File: src/rtl/ccs_pkg.sv
package ccs_pkg;

    parameter int DW   = 16;
    parameter int WS_W = $clog2(DW);
    parameter int NW_W = 3;
    parameter int FL_W = 9;

    typedef struct packed {
        logic            fs_master;
        logic            clk_master;
        logic            rise_sample;
        logic [WS_W-1:0] ws_m1;
        logic [NW_W-1:0] words_m1;
        logic [FL_W-1:0] frame_m1;
    } ccs_cfg_t;

    typedef struct packed {
        logic sample;
        logic launch;
    } bclk_ev_t;

    function automatic logic [DW-1:0] word_mask(input logic [WS_W-1:0] ws_m1);
        logic [DW-1:0] m;
        for (int i = 0; i < DW; i++) begin
            m[i] = (i <= int'(ws_m1));
        end
        return m;
    endfunction

endpackage

File: src/rtl/ccs_edge_gen.sv
module ccs_edge_gen
    import ccs_pkg::*;
#(
    parameter int CLK_HALF = 4
) (
    input  logic     clk,
    input  logic     rst,
    input  logic     clk_master,
    input  logic     rise_sample,
    input  logic     sclk_in,
    input  logic     fs_in,
    input  logic     sdi,
    output logic     sclk_out,
    output bclk_ev_t ev,
    output logic     fs_s,
    output logic     sdi_s
);

    localparam int CW    = $clog2(CLK_HALF + 1);
    localparam int NPIN  = 3;

    logic [CW-1:0]   cnt;
    logic            sclk_r;
    logic [NPIN-1:0] pin_raw, sy1, sy2;
    logic            sc_prev;
    logic            tick, rise, fall;

    assign pin_raw = {sdi, fs_in, sclk_in};

    for (genvar p = 0; p < NPIN; p++) begin : g_sync
        always_ff @(posedge clk) begin
            if (rst) begin
                sy1[p] <= 1'b0;
                sy2[p] <= 1'b0;
            end else begin
                sy1[p] <= pin_raw[p];
                sy2[p] <= sy1[p];
            end
        end
    end

    always_ff @(posedge clk) begin
        if (rst) begin
            cnt     <= '0;
            sclk_r  <= 1'b0;
            sc_prev <= 1'b0;
        end else begin
            sc_prev <= sy2[0];
            if (clk_master) begin
                if (tick) begin
                    cnt    <= '0;
                    sclk_r <= ~sclk_r;
                end else begin
                    cnt <= cnt + 1'b1;
                end
            end else begin
                cnt    <= '0;
                sclk_r <= 1'b0;
            end
        end
    end

    always_comb begin
        tick      = clk_master && (cnt == CW'(CLK_HALF - 1));
        rise      = clk_master ? (tick && !sclk_r) : (sy2[0] && !sc_prev);
        fall      = clk_master ? (tick && sclk_r)  : (!sy2[0] && sc_prev);
        ev.sample = rise_sample ? rise : fall;
        ev.launch = rise_sample ? fall : rise;
    end

    assign sclk_out = sclk_r;
    assign fs_s     = sy2[1];
    assign sdi_s    = sy2[2];

    AST_EDGE_EXCLUSIVE: assert property (@(posedge clk) disable iff (rst)
        !(ev.sample && ev.launch));

endmodule

File: src/rtl/ccs_frame_ctrl.sv
module ccs_frame_ctrl
    import ccs_pkg::*;
(
    input  logic            clk,
    input  logic            rst,
    input  ccs_cfg_t        cfg,
    input  bclk_ev_t        ev,
    input  logic            fs_s,
    input  logic [DW-1:0]   tx_word,
    output logic            fs_out,
    output logic            sdo,
    output logic            tx_take,
    output logic            in_data,
    output logic [WS_W-1:0] bit_idx
);

    logic [FL_W-1:0] pos, pos_nx;
    logic            sync_seen;
    logic [NW_W-1:0] word_q;
    logic [DW-1:0]   cur_q;
    logic [WS_W-1:0] nidx;
    logic            master_wrap;

    always_comb begin
        pos_nx      = sync_seen ? FL_W'(1)
                    : ((pos >= cfg.frame_m1) ? '0 : pos + 1'b1);
        master_wrap = cfg.fs_master && (pos_nx == '0);
        nidx        = cfg.ws_m1 - bit_idx - 1'b1;
    end

    always_ff @(posedge clk) begin
        if (rst) begin
            pos       <= '1;
            sync_seen <= 1'b0;
            fs_out    <= 1'b0;
            sdo       <= 1'b0;
            tx_take   <= 1'b0;
            in_data   <= 1'b0;
            bit_idx   <= '0;
            word_q    <= '0;
            cur_q     <= '0;
        end else begin
            tx_take <= 1'b0;
            if (ev.sample) begin
                sync_seen <= cfg.fs_master ? fs_out : fs_s;
            end
            if (ev.launch) begin
                pos       <= pos_nx;
                fs_out    <= master_wrap;
                sync_seen <= 1'b0;
                if (sync_seen) begin
                    in_data <= 1'b1;
                    bit_idx <= '0;
                    word_q  <= '0;
                    cur_q   <= tx_word;
                    sdo     <= tx_word[cfg.ws_m1];
                    tx_take <= 1'b1;
                end else if (master_wrap) begin
                    in_data <= 1'b0;
                    sdo     <= 1'b0;
                end else if (in_data) begin
                    if (bit_idx == cfg.ws_m1) begin
                        if (word_q == cfg.words_m1) begin
                            in_data <= 1'b0;
                            sdo     <= 1'b0;
                        end else begin
                            word_q  <= word_q + 1'b1;
                            bit_idx <= '0;
                            cur_q   <= tx_word;
                            sdo     <= tx_word[cfg.ws_m1];
                            tx_take <= 1'b1;
                        end
                    end else begin
                        bit_idx <= bit_idx + 1'b1;
                        sdo     <= cur_q[nidx];
                    end
                end
            end
        end
    end

    AST_FS_ONE_PERIOD: assert property (@(posedge clk) disable iff (rst)
        (ev.launch && fs_out && cfg.fs_master && cfg.frame_m1 != '0) |=> !fs_out);

    AST_IDLE_SDO_LOW: assert property (@(posedge clk) disable iff (rst)
        (ev.launch && !in_data && !sync_seen) |=> !sdo);

    AST_TAKE_ON_LAUNCH: assert property (@(posedge clk) disable iff (rst)
        tx_take |-> $past(ev.launch));

    AST_BIT_IN_WORD: assert property (@(posedge clk) disable iff (rst)
        in_data |-> (bit_idx <= cfg.ws_m1));

endmodule

File: src/rtl/ccs_rx_shift.sv
module ccs_rx_shift
    import ccs_pkg::*;
(
    input  logic            clk,
    input  logic            rst,
    input  logic            sample,
    input  logic            in_data,
    input  logic [WS_W-1:0] bit_idx,
    input  logic [WS_W-1:0] ws_m1,
    input  logic            sdi_s,
    output logic [DW-1:0]   rx_word,
    output logic            rx_valid
);

    logic [DW-1:0] sh;
    logic [DW-1:0] sh_nx;

    assign sh_nx = {sh[DW-2:0], sdi_s};

    always_ff @(posedge clk) begin
        if (rst) begin
            sh       <= '0;
            rx_word  <= '0;
            rx_valid <= 1'b0;
        end else begin
            rx_valid <= 1'b0;
            if (sample && in_data) begin
                sh <= sh_nx;
                if (bit_idx == ws_m1) begin
                    rx_word  <= sh_nx & word_mask(ws_m1);
                    rx_valid <= 1'b1;
                end
            end
        end
    end

    AST_RX_SINGLE_PULSE: assert property (@(posedge clk) disable iff (rst)
        rx_valid |=> !rx_valid);

endmodule

File: src/rtl/codec_serial_port.sv
module codec_serial_port
    import ccs_pkg::*;
#(
    parameter int CLK_HALF = 4
) (
    input  logic            clk,
    input  logic            rst,
    input  logic            cfg_fs_master,
    input  logic            cfg_clk_master,
    input  logic            cfg_rise_sample,
    input  logic [WS_W-1:0] cfg_ws_m1,
    input  logic [NW_W-1:0] cfg_words_m1,
    input  logic [FL_W-1:0] cfg_frame_m1,
    input  logic            sclk_in,
    input  logic            fs_in,
    input  logic            sdi,
    output logic            sclk_out,
    output logic            fs_out,
    output logic            sdo,
    input  logic [DW-1:0]   tx_word,
    output logic            tx_take,
    output logic [DW-1:0]   rx_word,
    output logic            rx_valid
);

    ccs_cfg_t        cfg;
    bclk_ev_t        ev;
    logic            fs_s, sdi_s, in_data;
    logic [WS_W-1:0] bit_idx;

    always_comb begin
        cfg.fs_master   = cfg_fs_master;
        cfg.clk_master  = cfg_clk_master;
        cfg.rise_sample = cfg_rise_sample;
        cfg.ws_m1       = cfg_ws_m1;
        cfg.words_m1    = cfg_words_m1;
        cfg.frame_m1    = cfg_frame_m1;
    end

    ccs_edge_gen #(.CLK_HALF(CLK_HALF)) u_edge (
        .clk(clk), .rst(rst), .clk_master(cfg.clk_master),
        .rise_sample(cfg.rise_sample), .sclk_in(sclk_in), .fs_in(fs_in),
        .sdi(sdi), .sclk_out(sclk_out), .ev(ev), .fs_s(fs_s), .sdi_s(sdi_s)
    );

    ccs_frame_ctrl u_frame (
        .clk(clk), .rst(rst), .cfg(cfg), .ev(ev), .fs_s(fs_s),
        .tx_word(tx_word), .fs_out(fs_out), .sdo(sdo), .tx_take(tx_take),
        .in_data(in_data), .bit_idx(bit_idx)
    );

    ccs_rx_shift u_rx (
        .clk(clk), .rst(rst), .sample(ev.sample), .in_data(in_data),
        .bit_idx(bit_idx), .ws_m1(cfg.ws_m1), .sdi_s(sdi_s),
        .rx_word(rx_word), .rx_valid(rx_valid)
    );

endmodule

File: config.mk
export PLATFORM = sky130hd
export DESIGN_NAME = codec_serial_port
export DESIGN_NICKNAME = d
export VERILOG_FILES = /design/src/rtl/ccs_pkg.sv /design/src/rtl/ccs_edge_gen.sv /design/src/rtl/ccs_frame_ctrl.sv /design/src/rtl/ccs_rx_shift.sv /design/src/rtl/codec_serial_port.sv
export SDC_FILE = /design/constraint.sdc
export NUM_CORES = 1
export LEC_CHECK = 0
export BUFFER_PORTS_ARGS = -buffer_cell sky130_fd_sc_hd__buf_4
export CAP_MARGIN = 10
export CORE_UTILIZATION = 52
export CTS_CLUSTER_SIZE = 12
export DETAILED_ROUTE_END_ITERATION = 10
export PLACE_DENSITY = 0.76
export RECOVER_POWER = 25
export SYNTH_ARGS = -nofsm -noshare
export SYNTH_HDL_FRONTEND = slang
export SYNTH_HIERARCHICAL = 1
export SYNTH_SLANG_ARGS = --single-unit
File: constraint.sdc
create_clock -name clk -period 2.3 [get_ports clk]
set_input_delay 0.23 -clock clk [delete_from_list [all_inputs] [get_ports clk]]
set_output_delay 0.23 -clock clk [all_outputs]
set_load 0.1 [all_outputs]
* After elaboration in Yosys (flattened, before gate mapping)
Index checks and enable logic that the tools add are counted. Widths: inputs -> output; s select.
Word-level totals: output and inout bits 21, input bits 40, bits in registers 80
Cells by class: add/sub/neg operators 6, bitwise operators 5, eq/ne operators 6, reduce and logical (&&, ||, !) cells 23, magnitude comparators 18, mux-type cells 41
Operator list (number):
- $mux 16 | 5
- $le 4x4->1 const A | 8
- $mux 1 | 22
- $mux 4 | 5
- $mux 9 | 2
- $and 16x16->16 | 1
- $le 3x4->1 const A | 4
- $mux 3 | 5
- $lt 4x5->1 const B | 2
- $add 9x1->9 const B | 1
- $ge 9x9->1 | 1
- $logic_not 9->1 | 1
- $bmux 1 s4 | 2
- $le 2x4->1 const A | 2
- $reduce_or 2->1 | 4
- $logic_and 1x1->1 | 7
- $add 3x1->3 const B | 2
- $reduce_and 5->1 | 1
- $add 4x1->4 const B | 1
- $eq 4x4->1 | 1
- $le 1x4->1 const A | 1
- $ne 2x1->1 const B | 2
- $not 1->1 | 4
- $reduce_and 2->1 | 2
- 10 further kinds | 13

* Longest topological paths before layout
Gate-level depths: netlist of run 1.
depth after elaboration 8, depth in mapped cells 11

* Hierarchy
The synthesis of run 1 kept the hierarchy.
By module, submodules not included:
- ccs_frame_ctrl | seq. area each 740.7 µm², area an instance 2718.9 µm², instances 1, cells each 298
- ccs_rx_shift | seq. area each 640.6 µm², area an instance 1338.8 µm², instances 1, cells each 167
- ccs_edge_gen | seq. area each 220.2 µm², area an instance 409.1 µm², instances 1, cells each 37

* Worst setup path after synthesis of run 1
Ideal clock, no wire load.
path kind register -> register, from register u_edge.sclk_r, in the netlist u_edge/sclk_out, to register u_rx.rx_word[14], stages on the path, launching flop included 9, library setup time 0.070 ns, data required time 2.230 ns, data arrival time 2.490 ns, path slack -0.261 ns, clock period less this slack 2.561 ns, cells stage by stage dfxtp_1 -> xor2_1 -> a211o_1 -> and2_1 -> buf_2 -> nand2_1 -> clkbuf_1 -> or4_1 -> a21oi_1
RTL lines:
- start: declaration | line ccs_edge_gen.sv:23 | logic sclk_r;
- start signal: assignment | line ccs_edge_gen.sv:52 | sclk_r <= ~sclk_r;
- end signal: assignment | line ccs_rx_shift.sv:30 | rx_word <= sh_nx & word_mask(ws_m1);
- end: declaration | line ccs_rx_shift.sv:11 | output logic [DW-1:0] rx_word,

* Worst setup path after layout of run 1
from register u_frame.pos[8], to register u_frame.pos[2]
On the way: cells in the longest elaborated chain, start to end 3
RTL lines:
- start: declaration | line ccs_frame_ctrl.sv:17 | logic [FL_W-1:0] pos, pos_nx;
- start signal: assignment | line ccs_frame_ctrl.sv:48 | pos <= pos_nx;
- $ge 9x9->1 | line ccs_frame_ctrl.sv:26 | : ((pos >= cfg.frame_m1) ? '0 : pos + 1'b1);
- $mux 9 | line ccs_frame_ctrl.sv:26
- $mux 9 | line ccs_frame_ctrl.sv:25 | pos_nx = sync_seen ? FL_W'(1)
Every way passes these cells. A chain may end at the register's enable or synchronous reset.

==> summary.md, run 1 <==
| Metric | Value |
|---|---|
| Post-route setup TNS | 0 ns |
| N_diodes | 0 |
| Tightest Pin Transition | 0.5701 ns |
| Drt initial violations | ~370 |
| Critical Path End Type | flip-flop |
| DRC viols | 0 |
| Placed cells | around 670 |
| WL per Instance | 16.38 microns |
| Largest net degree at the start of global routing | 32 |
| Register area | 1607 sq um |
| Final #Nets | 640 |
| Max-Cap Viols | 0 |
| Core ar. | 8258 sq um |
| Fmax | approximately 0.44 GHz |
| CP most frequent cell | buf_6 |
| Main synth FF type | dfxtp_1 |
| Initial antenna violation count | 0 |
| Layout cell share with drive strength beyond 1 | 0.2930 |
| TritonCTS Sinks | 80 |
| TritonCTS clock tree | yes |
| Mapped Area | 4467 sq um |
| Fin. Hold Viols | 0 |
| Yosys top cell by area | dfxtp_1 |
| CTS H-tree depth | 3 |
| GP Congestion | 0.8504 |
| Sequential fraction of the synthesis area | 0.3585 |
| Synth top area cells | dfxtp_1 36%, o211ai_1 6.6%, a21oi_1 6.4% |
| First-pass GRT wire length | 17.64 mm |
| Most common cell in the synthesized netlist | dfxtp_1 |
| Slew Limit Fails | 0 |
| Clock-pin slew on the worst setup and hold paths | 0.09 ns |
| Synthesis-stage register bit count | 80 |
| Pwr Total | approximately 3000 uW |
| Crit path DAT | 2.54 ns |
| RSZ-0062 raised after global routing | true |
| Final setup fails | 0 |
| Post-DP HPWL | 7.818 mm |
| Minimum clock period | 2.261 ns |
| Critical-path cell list | ha_1 > and3_1 > a221oi_2 > o31ai_4 > buf_6 > nor3_4 > buf_6 > nand2_1 > o211ai_1 |
| Fin crit share | 0.9832 |
| Kind of critical path | flip-flop to flip-flop |
| Drt first pass iters | 5 |
| Area Overhead vs Synth | 23.00% |
| Top-area cell type share of the netlist area | 0.3585 |
| Post-synth EDFFs | 0 |
| Via-per-instance ratio | a little over 6 |
| Outcome | finished, final reports clean |
| Post-synth net total | 560 |
| Worst-Skew Late Latency | 0.37 ns |
| FF-to-FF setup slack | 0.04 ns |
| WL final | 11.33 mm |
| GRT Residual Overflow | 0 |
| TritonCTS Buffers | 9 |
| Min Hold Slack | 0.07509 ns |
| Final core utilization | 0.6653 |
| Die W | 94.68 microns |
| # rows | 33 |
| Crit path max-delay cell type | a221oi_2 |
| Final Non-Filler Cells | 692 |
| Crit Path Max Fanout | 4 |
| Asr flop ratio synth | 0 |
| Max Root-Sink Buffers | 2 |
| PD cells | 543.5 nW/um^2 |
| Chip Height | 94.68 microns |
| Port Buffer Count | 60 |
| Slowest stage delay, CP | 0.36 ns |
| Slew HR | 0.6194 |
| Mapped Cells | between 500 and 600 |
| Commonest cells in the netlist | 80 x dfxtp_1, 57 x a21oi_1, 57 x nand2_1 |
| Fillers | about 700 |
| Ys Warns | 6 |
| Multi-input combinational cell area | 2630 sq um |
| Antenna-violating nets left | 0 |
| Initial Util | 0.5409 |
| Post-synth cell types | a little over 70 |
| Highest ir drop seen on vdd | 0.3154 mV |
| Die ar. | around 9000 sq um |
| Critical Path RT | around 2.6 ns |
| Clock root cell | clkbuf_8 |
| Type of origin of the critical path | flip-flop |
| Leak | 0.002062 uW |
| Worst Skew | 0.01713 ns |
| Hold crit path type | primary input to flip-flop |
| Post-Syn Area per Cell | 8.898 sq um |
| Via count | 4194 |
| Vias in the first global route | 3692 |
| Io pins | 61 |
| Total GRT Usage | 0.2551 |
-- timing repair --
item	CTS	global route
hold buffers	0	0
gates resized for setup	1	35
endpoints found under the setup margin	22	46
buffers inserted	1	7
gates cloned	0	2
pin swaps	2	8
-- worst max-delay path, delay by kind of cell, from the launching register on --
kind / cells / cell delay, ns
AOI/OAI and AO/OA: 3 / 0.70
buffers and inverters: 2 / 0.31
DFF: 1 / 0.33
adders and majority gates: 1 / 0.30
and+or+nand+nor: 3 / 0.54
-- cell usage in the layout (no fill, tap or decap), drive strengths merged, types with 3 or more instances in the layout --
cell / Yosys / layout
xnor2: 9 / 9
a21o: 3 / 3
a31oi: 5 / 5
inv: 23 / 25
a21oi: 57 / 57
a2111oi: 3 / 3
o211ai: 39 / 39
or3: 4 / 4
nor2b: 8 / 8
mux4: 8 / 8
nor2: 19 / 19
dfxtp: 80 / 80
and3: 6 / 6
clkinv: 1 / 4
nand3: 12 / 12
o21ai: 33 / 33
a211o: 6 / 6
and2: 5 / 5
nand2: 57 / 57
o2111ai: 4 / 4
ha: 17 / 17
or4: 4 / 4
nand4: 10 / 10
nor3: 8 / 8
buf: 9 / 103
nor3b: 4 / 4
o311ai: 5 / 5
clkbuf: 27 / 10
-- power by group --
group,switching (uW),leakage [uW],internal [uW]
logic,272,0.00131,223
clock network,558,0.000102,514
registers,16.6,0.000647,1400
-- registers in the layout (all words and copies together), names as in the netlist --
register / count
u_edge/cnt: 3
u_edge/fs_s: 1
u_edge/sc_prev: 1
u_edge/sclk_out: 1
u_edge/sdi_s: 1
u_edge/sy1: 3
u_edge/sy2: 1
u_frame/bit_idx: 4
u_frame/cur_q: 16
u_frame/fs_out: 1
u_frame/in_data: 1
u_frame/pos: 9
u_frame/sdo: 1
u_frame/sync_seen: 1
u_frame/tx_take: 1
u_frame/word_q: 3
u_rx/rx_valid: 1
u_rx/rx_word: 16
u_rx/sh: 15
-- logic make-up (layout without fill, tap and decap cells) --
logic type,Yosys count,in the layout,share of synthesized area
muxes,11,11,0.04734
DFF,80,80,0.3585
buffers and inverters,60,145,0.08011
adders and majority gates,18,18,0.05210
xor gates and xnor gates,11,11,0.02325
and+or+nand+nor,150,150,0.1751
AOI/OAI and AO/OA,172,172,0.2636
-- metal layers --
metal	share of wire	track usage	routed length (microns)	vias up
met5	0	0	0	-
met4	0.017	0.1010	191	0
met3	0.049	0.04509	554	17
met2	0.49	0.4029	5532	124
met1	0.45	0.3446	5055	2032
li1	-	-	-	2021
-- path summary, 6_finish.rpt --
path | start | to | cells after the start
max | u_frame/pos[8] | u_frame/pos[2] | 9
max reg2reg | u_frame/pos[8] | u_frame/pos[2] | 9
min reg2reg | u_edge/sy1[2] | u_edge/sdi_s | 1
min | sdi | u_edge/sy1[2] | 2
-- stage by stage --
step	area, sq um	setup WS (ns)
2_1_floorplan	4477	0.009239
3_3_place_gp	5054	-0.03983
3_5_place_dp	5054	-0.08285
4_1_cts	5266	0.004745
5_1_grt	5494	-0.04205
6_report	5494	0.03864
-- final cells by class --
cell class | instances | share of cell area
Tap cell | 105 | 0.02391
Clock buffer | 9 | 0.02255
Inverter | 24 | 0.01640
Sequential cell | 80 | 0.2924
Multi-Input combinational cell | 362 | 0.4787
Clock inverter | 7 | 0.01458
Timing Repair Buffer | 105 | 0.1514
No activity file was read; power rests on OpenSTA's default activity.
==> run 2, diff against run 1 <==
--- a/config.mk
+++ b/config.mk
@@ -7,10 +7,11 @@
 export LEC_CHECK = 0
 export BUFFER_PORTS_ARGS = -buffer_cell sky130_fd_sc_hd__buf_4
 export CAP_MARGIN = 10
-export CORE_UTILIZATION = 52
+export CORE_UTILIZATION = 58
 export CTS_CLUSTER_SIZE = 12
 export DETAILED_ROUTE_END_ITERATION = 10
-export PLACE_DENSITY = 0.76
+export GPL_TIMING_DRIVEN = 0
+export PLACE_DENSITY = 0.8
 export RECOVER_POWER = 25
 export SYNTH_ARGS = -nofsm -noshare
 export SYNTH_HDL_FRONTEND = slang
==> constraint.sdc (replaced) <==
create_clock -name clk -period 2.15 [get_ports clk]
set_input_delay 0.215 -clock clk [delete_from_list [all_inputs] [get_ports clk]]
set_output_delay 0.215 -clock clk [all_outputs]
set_load 0.1 [all_outputs]
==> summary.md, run 2 (same netlist as run 1, synthesis figures left out) <==
| Metric | Value |
|---|---|
| Leak | 0.002133 uW |
| Dpl cell area | 5079 sq um |
| Critical Path End Type | flip-flop |
| Switching Fraction | 0.2858 |
| Crit Path Max Fanout | 5 |
| Tightest Pin Transition | 1.165 ns |
| Fin. Hold Viols | 0 |
| TritonCTS Buffers | 9 |
| RSZ-0062 raised after global routing | true |
| Multi-input combinational cell area | around 2800 sq um |
| Kind of critical path | flip-flop to flip-flop |
| FF-to-FF setup slack | -0.11 ns |
| DR top layer | met4 |
| Chip Height | 89.76 microns |
| Worst Skew | 0.009908 ns |
| Comb power frac | 0.191 |
| Crit path DAT | 2.50 ns |
| Total GRT Usage | 0.2925 |
| Fmax | 0.4430 GHz |
| Post-DP HPWL | 7.713 mm |
| Clock root cell | clkbuf_8 |
| Sequential share of power | 0.463 |
| Via-per-instance ratio | 6.148 |
| N_diodes | 0 |
| Area Overhead vs Synth | 30.64% |
| Worst Setup EP | u_frame/cur_q[5] |
| Port Buffer Count | 60 |
| Reg2reg start | u_frame/pos[0] |
| First-pass GRT wire length | 19.24 mm |
| Clock-pin slew on the worst setup and hold paths | roughly 0.09 ns |
| Max-Cap Viols | 0 |
| Commonest cells after routing, fill and taps aside | 74 x buf_4, 68 x dfxtp_1, 54 x nand2_1, 53 x a21oi_1, 39 x o211ai_1 |
| Worst R2R End | u_frame/cur_q[5] |
| Register area | 1629 sq um |
| Highest ir drop seen on vdd | 0.3610 mV |
| Via count | 4322 |
| Die ar. | just over 8000 sq um |
| TritonCTS Sinks | 80 |
| Max Root-Sink Buffers | 2 |
| Drt first pass iters | 5 |
| Switch Pwr | 936.6 uW |
| Min Hold Slack | roughly 0.067 ns |
| Final instance area | 5836 sq um |
| Initial antenna violation count | 0 |
| Reg2Reg Depth | 10 |
| Io pins | 61 |
| CP startpoint | u_frame/pos[0] |
| Largest net degree at the start of global routing | 16 |
| Fillers | 481 |
| Layout cell share with drive strength beyond 1 | 0.3195 |
| Die W | 89.76 microns |
| Pint | 2341 uW |
| Final #Nets | around 660 |
| Fin crit share | 1.050 |
| Minimum clock period | 2.258 ns |
| Biggest regs | u_frame/cur_q (16), u_rx/rx_word (16), u_rx/sh (15) |
| Slew Limit Fails | 0 |
| Hold crit path type | primary input to flip-flop |
| Outcome | complete, but fails checks |
| Clock share of power | 0.346 |
| Antenna-violating nets left | 0 |
| Initial Util | 0.6093 |
| Commonest non-fill, non-tap cell in the layout | buf_4 |
| TritonCTS clock tree | yes |
| Final core utilization | 0.7960 |
| Final setup fails | 27 |
| CTS H-tree depth | 3 |
| Type of origin of the critical path | flip-flop |
| Drt initial violations | 295 |
| Worst-Skew Late Latency | 0.36 ns |
| WL met3 | 682 microns |
| M1 WL | 4.893 mm |
| Critical Path RT | 2.39 ns |
| DRC viols | 0 |
| Final WS setup | -0.1075 ns |
| Vias in the first global route | ~4100 |
| Pwr Total | between 3000 and 4000 uW |
| PD cells | between 500 and 600 nW/um^2 |
| # rows | 31 |
| Core ar. | 7331 sq um |
| Failing checks | setup timing |
| WL final | 11.85 mm |
| Slew HR | 0.2265 |
| GRT Residual Overflow | 0 |
| Met2 wire len | 5.908 mm |
| WL per Instance | approximately 17 microns |
| GP Congestion | 0.9088 |
run 2: metrics by stage:
stage	setup TNS, ns	setup WS [ns]	std cells
final	-1.121	-0.1075	703
after floorplan	0	0.02151	502
after global placement	-7.382	-0.2535	661
after detailed placement	-8.782	-0.3257	661
after CTS	-1.932	-0.1111	696
after global routing	-3.877	-0.1908	703
run 2: worst min path at each step:
stage	start	endpoint	slack, ns	cells after the start
3_3_place_gp	u_edge/cnt[0]	u_edge/cnt[0]	0.41	1
4_1_cts	sdi	u_edge/sy1[2]	0.05	2
6_report	sdi	u_edge/sy1[2]	0.07	2
5_1_grt	sdi	u_edge/sy1[2]	0.06	2
2_1_floorplan	rst	u_edge/sclk_out	0.28	1
3_5_place_dp	u_edge/cnt[0]	u_edge/cnt[0]	0.41	1
run 2: final cells by class:
| type | count | area share |
|---|---|---|
| Inverter | 24 | 0.01651 |
| Timing Repair Buffer | 89 | 0.1201 |
| Clock inverter | 7 | 0.01329 |
| Tap cell | 99 | 0.02123 |
| Sequential cell | 80 | 0.2792 |
| Clock buffer | 9 | 0.02123 |
| Multi-Input combinational cell | 362 | 0.4781 |
| Buffer | 33 | 0.05039 |
run 2: layer usage:
layer | track usage | vias to the layer above
li1 | - | 2060
met1 | 0.3477 | 2047
met2 | 0.5205 | 182
met3 | 0.04315 | 33
met4 | 0.1298 | 0
met5 | 0 | -
run 2: repair_timing:
action	CTS	global route
hold buffers	0	0
setup buffers	18	8
gates cloned	3	0
pin swaps	31	18
resized for setup	58	39
setup endpoints to repair	58	60
run 2: power by group through the flow:
stage	Combinational (uW)	Sequential, uW	Clock, uW
2_1_floorplan	333	1550	0
3_3_place_gp	474	1550	0
3_5_place_dp	487	1550	0
4_1_cts	573	1510	1150
5_1_grt	669	1520	1220
6_report	626	1520	1130
run 2: worst max-delay path, cell delays in order, from the launching register on:
cell and delay (ns):
dfxtp_2 0.35, buf_6 0.11, inv_6 0.03, ha_4 0.20
nand2b_4 0.14, a2111oi_4 0.39, o31ai_4 0.18, a21o_4 0.28
buf_8 0.14, o211ai_1 0.21, a21oi_1 0.11
